File: config.mk
export PLATFORM = sky130hd
export DESIGN_NAME = oneshot_pulse_gen
export DESIGN_NICKNAME = d
export VERILOG_FILES = /design/src/rtl/oneshot_pkg.sv /design/src/rtl/oneshot_fall_det.sv /design/src/rtl/oneshot_ctrl.sv /design/src/rtl/oneshot_datapath.sv /design/src/rtl/oneshot_pulse_gen.sv
export SDC_FILE = /design/constraint.sdc
export NUM_CORES = 1
export LEC_CHECK = 0
export ABC_CLOCK_PERIOD_IN_PS = 5500
export CAP_MARGIN = 10
export CORE_AREA = 3 3 70 72
export CTS_CLUSTER_SIZE = 12
export DETAILED_ROUTE_END_ITERATION = 8
export DIE_AREA = 0 0 73 75
export HOLD_SLACK_MARGIN = 0.1
export MAX_ROUTING_LAYER = met4
export PLACE_DENSITY = 0.69
export SLEW_MARGIN = 15
export SYNTH_ARGS = -nofsm -noshare
export SYNTH_HDL_FRONTEND = slang
export SYNTH_HIERARCHICAL = 1
export SYNTH_SLANG_ARGS = --single-unit
File: constraint.sdc
create_clock -name clk -period 5.5 [get_ports clk]
set_input_delay 0.55 -clock clk [delete_from_list [all_inputs] [get_ports clk]]
set_output_delay 0.55 -clock clk [all_outputs]
set_load 0.05 [all_outputs]
File: src/rtl/oneshot_pkg.sv
package oneshot_pkg;
  // Strobes from the control side to the counting datapath
  typedef struct packed {
    logic load;   // reload counter and divider
    logic run;    // pulse in progress, count divided ticks
  } dp_strobe_t;
endpackage

File: src/rtl/oneshot_fall_det.sv
module oneshot_fall_det #(
  parameter int STAGES = 2
) (
  input  logic clk,
  input  logic rstN,
  input  logic din,
  output logic fall
);
  logic [STAGES-1:0] chain;
  logic prevQ;

  generate
    for (genvar i = 0; i < STAGES; i++) begin : g_sync
      always_ff @(posedge clk or negedge rstN) begin
        if (!rstN) chain[i] <= 1'b0;
        else if (i == 0) chain[i] <= din;
        else chain[i] <= chain[(i == 0) ? 0 : i-1];
      end
    end
  endgenerate

  always_ff @(posedge clk or negedge rstN) begin
    if (!rstN) prevQ <= 1'b0;
    else prevQ <= chain[STAGES-1];
  end

  assign fall = prevQ & ~chain[STAGES-1];
endmodule

File: src/rtl/oneshot_ctrl.sv
module oneshot_ctrl
  import oneshot_pkg::*;
#(
  parameter int PSC_W       = 3,
  parameter int SYNC_STAGES = 2,
  localparam int CTRL_W     = PSC_W + 5
) (
  input  logic              clk,
  input  logic              rstN,
  input  logic              ctrlWe,
  input  logic [CTRL_W-1:0] ctrlWdata,
  input  logic              srcA,
  input  logic              srcB,
  input  logic              wrap,
  output dp_strobe_t        strb,
  output logic              runFlag,
  output logic              stopHit,
  output logic [PSC_W-1:0]  pscCode,
  output logic              polarity,
  output logic [CTRL_W-1:0] ctrlRdata
);
  localparam int BIT_RS   = 1;
  localparam int BIT_SP   = 2;
  localparam int BIT_PSC  = 3;
  localparam int BIT_POL  = PSC_W + 3;
  localparam int BIT_SWAP = PSC_W + 4;

  logic rsEn, spEn, swapSel;
  logic stopRaw, restartRaw, stopFall, restartFall;
  logic swStart, swStop, hwStart, killRun, startGo;

  assign stopRaw    = swapSel ? srcA : srcB;
  assign restartRaw = swapSel ? srcB : srcA;

  oneshot_fall_det #(.STAGES(SYNC_STAGES)) u_stopDet (
    .clk(clk), .rstN(rstN), .din(stopRaw), .fall(stopFall));
  oneshot_fall_det #(.STAGES(SYNC_STAGES)) u_restartDet (
    .clk(clk), .rstN(rstN), .din(restartRaw), .fall(restartFall));

  assign swStart = ctrlWe & ctrlWdata[0];
  assign swStop  = ctrlWe & ~ctrlWdata[0];
  assign stopHit = spEn & stopFall;
  assign hwStart = rsEn & restartFall;
  assign killRun = swStop | stopHit | wrap;
  assign startGo = ~runFlag & (swStart | hwStart) & ~swStop & ~stopHit;

  always_ff @(posedge clk or negedge rstN) begin
    if (!rstN) begin
      rsEn     <= 1'b0;
      spEn     <= 1'b0;
      pscCode  <= '0;
      polarity <= 1'b0;
      swapSel  <= 1'b0;
    end else if (ctrlWe) begin
      rsEn     <= ctrlWdata[BIT_RS];
      spEn     <= ctrlWdata[BIT_SP];
      pscCode  <= ctrlWdata[BIT_PSC +: PSC_W];
      polarity <= ctrlWdata[BIT_POL];
      swapSel  <= ctrlWdata[BIT_SWAP];
    end
  end

  always_ff @(posedge clk or negedge rstN) begin
    if (!rstN) runFlag <= 1'b0;
    else if (killRun) runFlag <= 1'b0;
    else if (startGo) runFlag <= 1'b1;
  end

  assign strb.load = startGo;
  assign strb.run  = runFlag;
  assign ctrlRdata = {swapSel, polarity, pscCode, spEn, rsEn, runFlag};
endmodule

File: src/rtl/oneshot_datapath.sv
module oneshot_datapath
  import oneshot_pkg::*;
#(
  parameter int CNT_W = 8,
  parameter int PSC_W = 3,
  localparam int DIV_W = (1 << PSC_W) - 1
) (
  input  logic             clk,
  input  logic             rstN,
  input  logic             preloadWe,
  input  logic [CNT_W-1:0] preloadWdata,
  input  logic [PSC_W-1:0] pscCode,
  input  dp_strobe_t       strb,
  output logic             wrap,
  output logic [CNT_W-1:0] count
);
  logic [CNT_W-1:0] preload;
  logic [DIV_W-1:0] pscCnt, divMask;
  logic tick;

  assign divMask = ~({DIV_W{1'b1}} << pscCode);
  assign tick    = strb.run & (pscCnt >= divMask);
  assign wrap    = tick & (count == {CNT_W{1'b1}});

  always_ff @(posedge clk or negedge rstN) begin
    if (!rstN) preload <= '0;
    else if (preloadWe) preload <= preloadWdata;
  end

  always_ff @(posedge clk or negedge rstN) begin
    if (!rstN) begin
      count  <= '0;
      pscCnt <= '0;
    end else if (strb.load) begin
      count  <= preload;
      pscCnt <= '0;
    end else if (strb.run) begin
      if (tick) begin
        pscCnt <= '0;
        count  <= count + 1'b1;
      end else begin
        pscCnt <= pscCnt + 1'b1;
      end
    end
  end
endmodule

File: src/rtl/oneshot_pulse_gen.sv
module oneshot_pulse_gen
  import oneshot_pkg::*;
#(
  parameter int CNT_W       = 8,
  parameter int PSC_W       = 3,
  parameter int SYNC_STAGES = 2,
  localparam int CTRL_W     = PSC_W + 5
) (
  input  logic              clk,
  input  logic              rstN,
  input  logic              ctrlWe,
  input  logic [CTRL_W-1:0] ctrlWdata,
  input  logic              preloadWe,
  input  logic [CNT_W-1:0]  preloadWdata,
  input  logic              srcA,
  input  logic              srcB,
  output logic              pulseOut,
  output logic [CTRL_W-1:0] ctrlRdata
);
  dp_strobe_t       strb;
  logic             runFlag, stopHit, polarity, wrap;
  logic [PSC_W-1:0] pscCode;
  logic [CNT_W-1:0] count;

  oneshot_ctrl #(.PSC_W(PSC_W), .SYNC_STAGES(SYNC_STAGES)) u_ctrl (
    .clk(clk), .rstN(rstN), .ctrlWe(ctrlWe), .ctrlWdata(ctrlWdata),
    .srcA(srcA), .srcB(srcB), .wrap(wrap), .strb(strb),
    .runFlag(runFlag), .stopHit(stopHit), .pscCode(pscCode),
    .polarity(polarity), .ctrlRdata(ctrlRdata));

  oneshot_datapath #(.CNT_W(CNT_W), .PSC_W(PSC_W)) u_dp (
    .clk(clk), .rstN(rstN), .preloadWe(preloadWe),
    .preloadWdata(preloadWdata), .pscCode(pscCode), .strb(strb),
    .wrap(wrap), .count(count));

  assign pulseOut = runFlag ^ polarity;
endmodule

-- After elaboration in Yosys (flattened, before gate mapping)
Cells that the tools add are included.
- add/sub/neg operators: 2
- magnitude comparators: 1
- equality and inequality tests: 1
- shift-type cells: 1
- muxes and demuxes: 10
- bitwise gates (word level): 22
- reduce and logical (&&, ||, !) cells: 4
- operators by type and width (cell ; number):
    8-bit 2-to-1 mux ; 3
    7-bit 2-to-1 mux ; 3
    1-bit bitwise AND ; 11
    8-bit by 1-bit adder with 8-bit output (second input constant) ; 1
    8-bit == test (second input constant) ; 1
    7-bit by 1-bit adder with 7-bit output (second input constant) ; 1
    7-bit >= comparator ; 1
    7-bit inverter ; 1
    7-bit by 3-bit left shift with 7-bit output (first input constant) ; 1
    1-bit inverter ; 6
    2-bit nonzero test ; 3
    1-bit 2-to-1 mux ; 4
    1-bit OR ; 3
    2-bit AND reduction ; 1
    1-bit XOR ; 1
- flip-flop bits (word level): 37

-- Logic depth before layout (Yosys ltp)
- word-level depth: 9
- depth in mapped cells: 9

-- By module
The synthesis kept the hierarchy.
- modules (own cells, without submodules) (module ; times used ; cells an instance ; area an instance (sq um) ; seq. area each (sq um)):
    oneshot_datapath ; 1 ; 132 ; 1375.1 ; 575.6
    oneshot_ctrl ; 1 ; 34 ; 454.2 ; 200.2
    oneshot_fall_det ; 2 ; 4 ; 88.8 ; 75.1
    oneshot_pulse_gen ; 1 ; 1 ; 8.8 ; 0.0

-- Worst setup path before layout
OpenSTA, ideal clock, no wires.
- path kind: register to register
- from: register u_ctrl.pscCode[1]
- to: register u_dp.count[2]
- data arrival time: 2.641 ns
- data required time: 5.376 ns
- setup slack: 2.735 ns
- stages on the path, launching flop included: 9
- path buffers: 1
- period minus slack after synthesis: 2.765 ns
- cell sequence: dfrtp_1 buf_4 or3_1 ha_1 nand2b_4 a2111oi_4 o22ai_4 and3_2 o31a_1
- cells in the longest elaborated chain, start to end: 6
- ends and longest elaborated chain (item ; RTL line ; source):
    start: declaration ; oneshot_ctrl.sv:18 ; output logic [PSC_W-1:0] pscCode,
    start signal: assignment ; oneshot_ctrl.sv:57 ; pscCode <= ctrlWdata[BIT_PSC +: PSC_W];
    7-bit by 3-bit left shift with 7-bit output ; oneshot_datapath.sv:21 ; assign divMask = ~({DIV_W{1'b1}} << pscCode);
    7-bit inverter ; oneshot_datapath.sv:21 ;
    7-bit >= comparator ; oneshot_datapath.sv:22 ; assign tick = strb.run & (pscCnt >= divMask);
    1-bit bitwise AND ; oneshot_datapath.sv:22 ;
    2-bit nonzero test (no source line) ; -- ;
    2-bit AND reduction (no source line) ; -- ;
    end signal: assignment ; oneshot_datapath.sv:35 ; count <= preload;
    end signal: assignment ; oneshot_datapath.sv:40 ; count <= count + 1'b1;
    end: declaration ; oneshot_datapath.sv:15 ; output logic [CNT_W-1:0] count
Every way passes these cells.
A chain may end at the register's enable or synchronous reset.

-- Worst setup path in the final report
Same ends and word-level chain as after synthesis.

==> results.toml <==
[floorplan]
num_io_pins = 31
num_rows = 24
core_area_um2 = 4354
start_util_pct = 46.29
die_h_um = 75
die_w_um = 73
dieArea_um2 = 5475

[detailed_routing]
wl_met2_um = 1848
final_antenna_net_count = 0
via_count = 1312
routed_wl_um = 3504
drt-vias-per-instance = 5.227
drcViolationCount = 0
drt-met1-wl_um = 1496
drt-pass1-iter-count = 4
routed.top_layer = "met4"
wl_per_cell_um = 13.96
drt_iter0_markers = 71
dr_wl_met3_um = 124

[synthesis]
synthesis.area_um2 = 2016
synthFlopType = "dfrtp_1"
synth_edf_count = 0
synth.distinct_cells = 40
synth_nets = 206
netlist_instances = 175
post_synth.cell_area_avg_um2 = 11.52
async_flop_share_pct = 100.0
ys_warn_count = 6
synth_area_leaders = "dfrtp_1 46%, mux2_2 8.9%, ha_1 5.6%, buf_4 4.1%, a2111oi_4 2.7%"
synth_seq_cells = 37
synth_top_area_share_pct = 45.93
yosysTopAreaCell = "dfrtp_1"
yosysSeqAreaShare_pct = 45.93

[critical_path]
cp-start-kind = "flop"
worstPathArrival_ns = 2.71
cp_max_fo = 8
cp-end-kind = "flop"
critPathRequiredTime_ns = 5.67
critical_path_class = "reg2reg"

[power_and_ir_drop]
total_leakage_power_nw = 1.029
ir_drop_v = 0.0001302
power.total_uw = 822.0
power_density_nw_per_um2 = 346.5

[cts]
postCtsSetupBuffers = 0
cts_tree = "built"
clock_latency_ns = 0.28
root_buffer = "clkbuf_8"
clockBufferDepth = 2
clk_pin_slew_worst_paths_ns = 0.07
postCtsHoldBufs = 0
cts.sinks = 37
cts.repair.resized = 0
cts_max_level = 2
cts_made_buffers = 5

[timing]
setup_viol = 0
hold_viol = 0
period_share_pct = 46.13
finClkSkew_ns = 0.003881
timing.final.crit_period_ns = 2.537
setup_tns_ns = 0
worstMarginPinSlew_ns = 0.5247
maxSlewViolCount = 0
slew_headroom_pct = 64.91
hold_ws_ns = 0.3489
setup_ws_ns = 2.963
fmax_mhz = 394.1
rsz0062_at_grt = "no"

[placed_design]
place.gp.congestion = 0.8357
port_buffers = 30
dpl.hpwl_um = 2638
dp_slack_ns = 2.817

[cells_and_area]
ff_latch_area_um2 = 925.9
nets = 229
diodes = 0
area_growth_pct = 17.69
nFillCells = 385
drive_above_1_share_pct = 19.10
multiInputGateArea_um2 = 948.4

[grt]
grt_usage_pct = 14.92
grt_max_degree = 38
grt_pass1_wl_um = 6113
antenna_found_initial = 0
grt_pass1_vias = 1385
globalRoute.totalOverflow = 0

[hold_path]
hold_path_class = "reg2reg"

[run]
max_cap_violations = 0

[status]
status = "complete, no violations"
==> power by group <==
part / switching [mW] / internal (mW) / leakage, nW / total [mW]
logic: 0.146 / 0.133 / 0.552 / 0.278
clock network: 0.0881 / 0.0900 / 0.0395 / 0.178
registers: 0.0452 / 0.320 / 0.438 / 0.365
==> synth_stat cells (8+ instances only) <==
cell / number
buf_4: 11
nand2_1: 10
nor2_1: 11
a21oi_1: 8
mux2_2: 16
ha_1: 9
dfrtp_1: 37
inv_1: 10
==> registers in the layout, summed over array words and instances, names as in the netlist <==
signal,cells
u_dp/count,8
u_dp/preload,8
u_dp/pscCnt,7
u_ctrl/pscCode,3
u_ctrl/u_restartDet/chain,2
u_ctrl/u_stopDet/chain,2
u_ctrl/polarity,1
u_ctrl/rsEn,1
u_ctrl/runFlag,1
u_ctrl/spEn,1
u_ctrl/swapSel,1
u_ctrl/u_restartDet/prevQ,1
u_ctrl/u_stopDet/prevQ,1
==> final cells by class <==
cell class / instances / share of cell area, %
multi-input combinational: 112 / 39.98
sequential: 37 / 39.03
timing repair buffer: 32 / 13.29
clock buffer: 8 / 3.376
tap: 52 / 2.743
inverter: 10 / 1.582
==> per-layer routing <==
metal / vias to the layer above / global-route usage [%]
met5: - / -
met1: 637 / 16.19
met4: 0 / 6.557
li1: 642 / -
met3: 6 / 3.204
met2: 27 / 26.22
==> path summary, 6_finish.rpt <==
kind,start,to,slack [ns],cells after the start
min in group asynchronous,rstN,u_ctrl/u_stopDet/chain[0]$_DFF_PN0_,0.68,2
worst min register to register,u_ctrl/u_restartDet/chain[0]$_DFF_PN0_,u_ctrl/u_restartDet/chain[1]$_DFF_PN0_,0.35,0
worst min-delay path,u_ctrl/u_restartDet/chain[0]$_DFF_PN0_,u_ctrl/u_restartDet/chain[1]$_DFF_PN0_,0.35,0
worst max-delay path,u_ctrl/pscCode[1]$_DFFE_PN0P_,u_dp/count[2]$_DFFE_PN0P_,2.96,7
max in group asynchronous,rstN,u_dp/count[0]$_DFFE_PN0P_,4.49,2
worst max register to register,u_ctrl/pscCode[1]$_DFFE_PN0P_,u_dp/count[2]$_DFFE_PN0P_,2.96,7
==> cell families (layout without fill, tap and decap cells) <==
| family | after synthesis | in the layout | synth area share [%] |
|---|---|---|---|
| flip-flops | 37 | 37 | 45.93 |
| buffers and inverters | 26 | 50 | 7.325 |
| adder cells (fa/ha/maj) | 9 | 9 | 5.587 |
| AND/OR/NAND/NOR | 48 | 48 | 14.03 |
| XOR/XNOR | 8 | 8 | 3.476 |
| AO/OA/AOI/OAI | 28 | 28 | 13.16 |
| multiplexers | 19 | 19 | 10.49 |
==> metrics by stage <==
step                std cells  cell area [µm²]  util (%)
floorplan                 175             2016         -
global placement          243             2292     52.64
detailed placement        243             2292     52.64
CTS                       251             2372     54.48
global route              251             2372     54.48
finish                    251             2372     54.48
==> placed cells by master (no fill, tap or decap), types with 2 or more instances in the layout <==
cell             instances
nand2b_1                 4
xnor2_1                  4
buf_4                    2
nor2b_4                  3
o21a_1                   2
a2111oi_4                2
and3_2                   3
o21ai_0                  4
and3_1                   3
ha_1                     9
or3_1                    2
inv_1                   10
a21oi_1                  8
xor2_1                   4
nor2_1                  11
nand3_1                  4
nand2_1                 10
dfrtp_1                 37
clkbuf_8                 5
clkdlybuf4s50_1         30
clkbuf_1                 3
mux2i_1                  2
mux2_2                  16
o31a_1                   4
==> critical path, cell delays in order (launching register included) <==
cell and delay, ns:
dfrtp_1 0.44, or3_1 0.39, ha_1 0.27, nand2b_4 0.15, a2111oi_4 0.49, o22ai_4 0.19, and3_2 0.25, o31a_1 0.23
(Power assumes the default switching activity.)
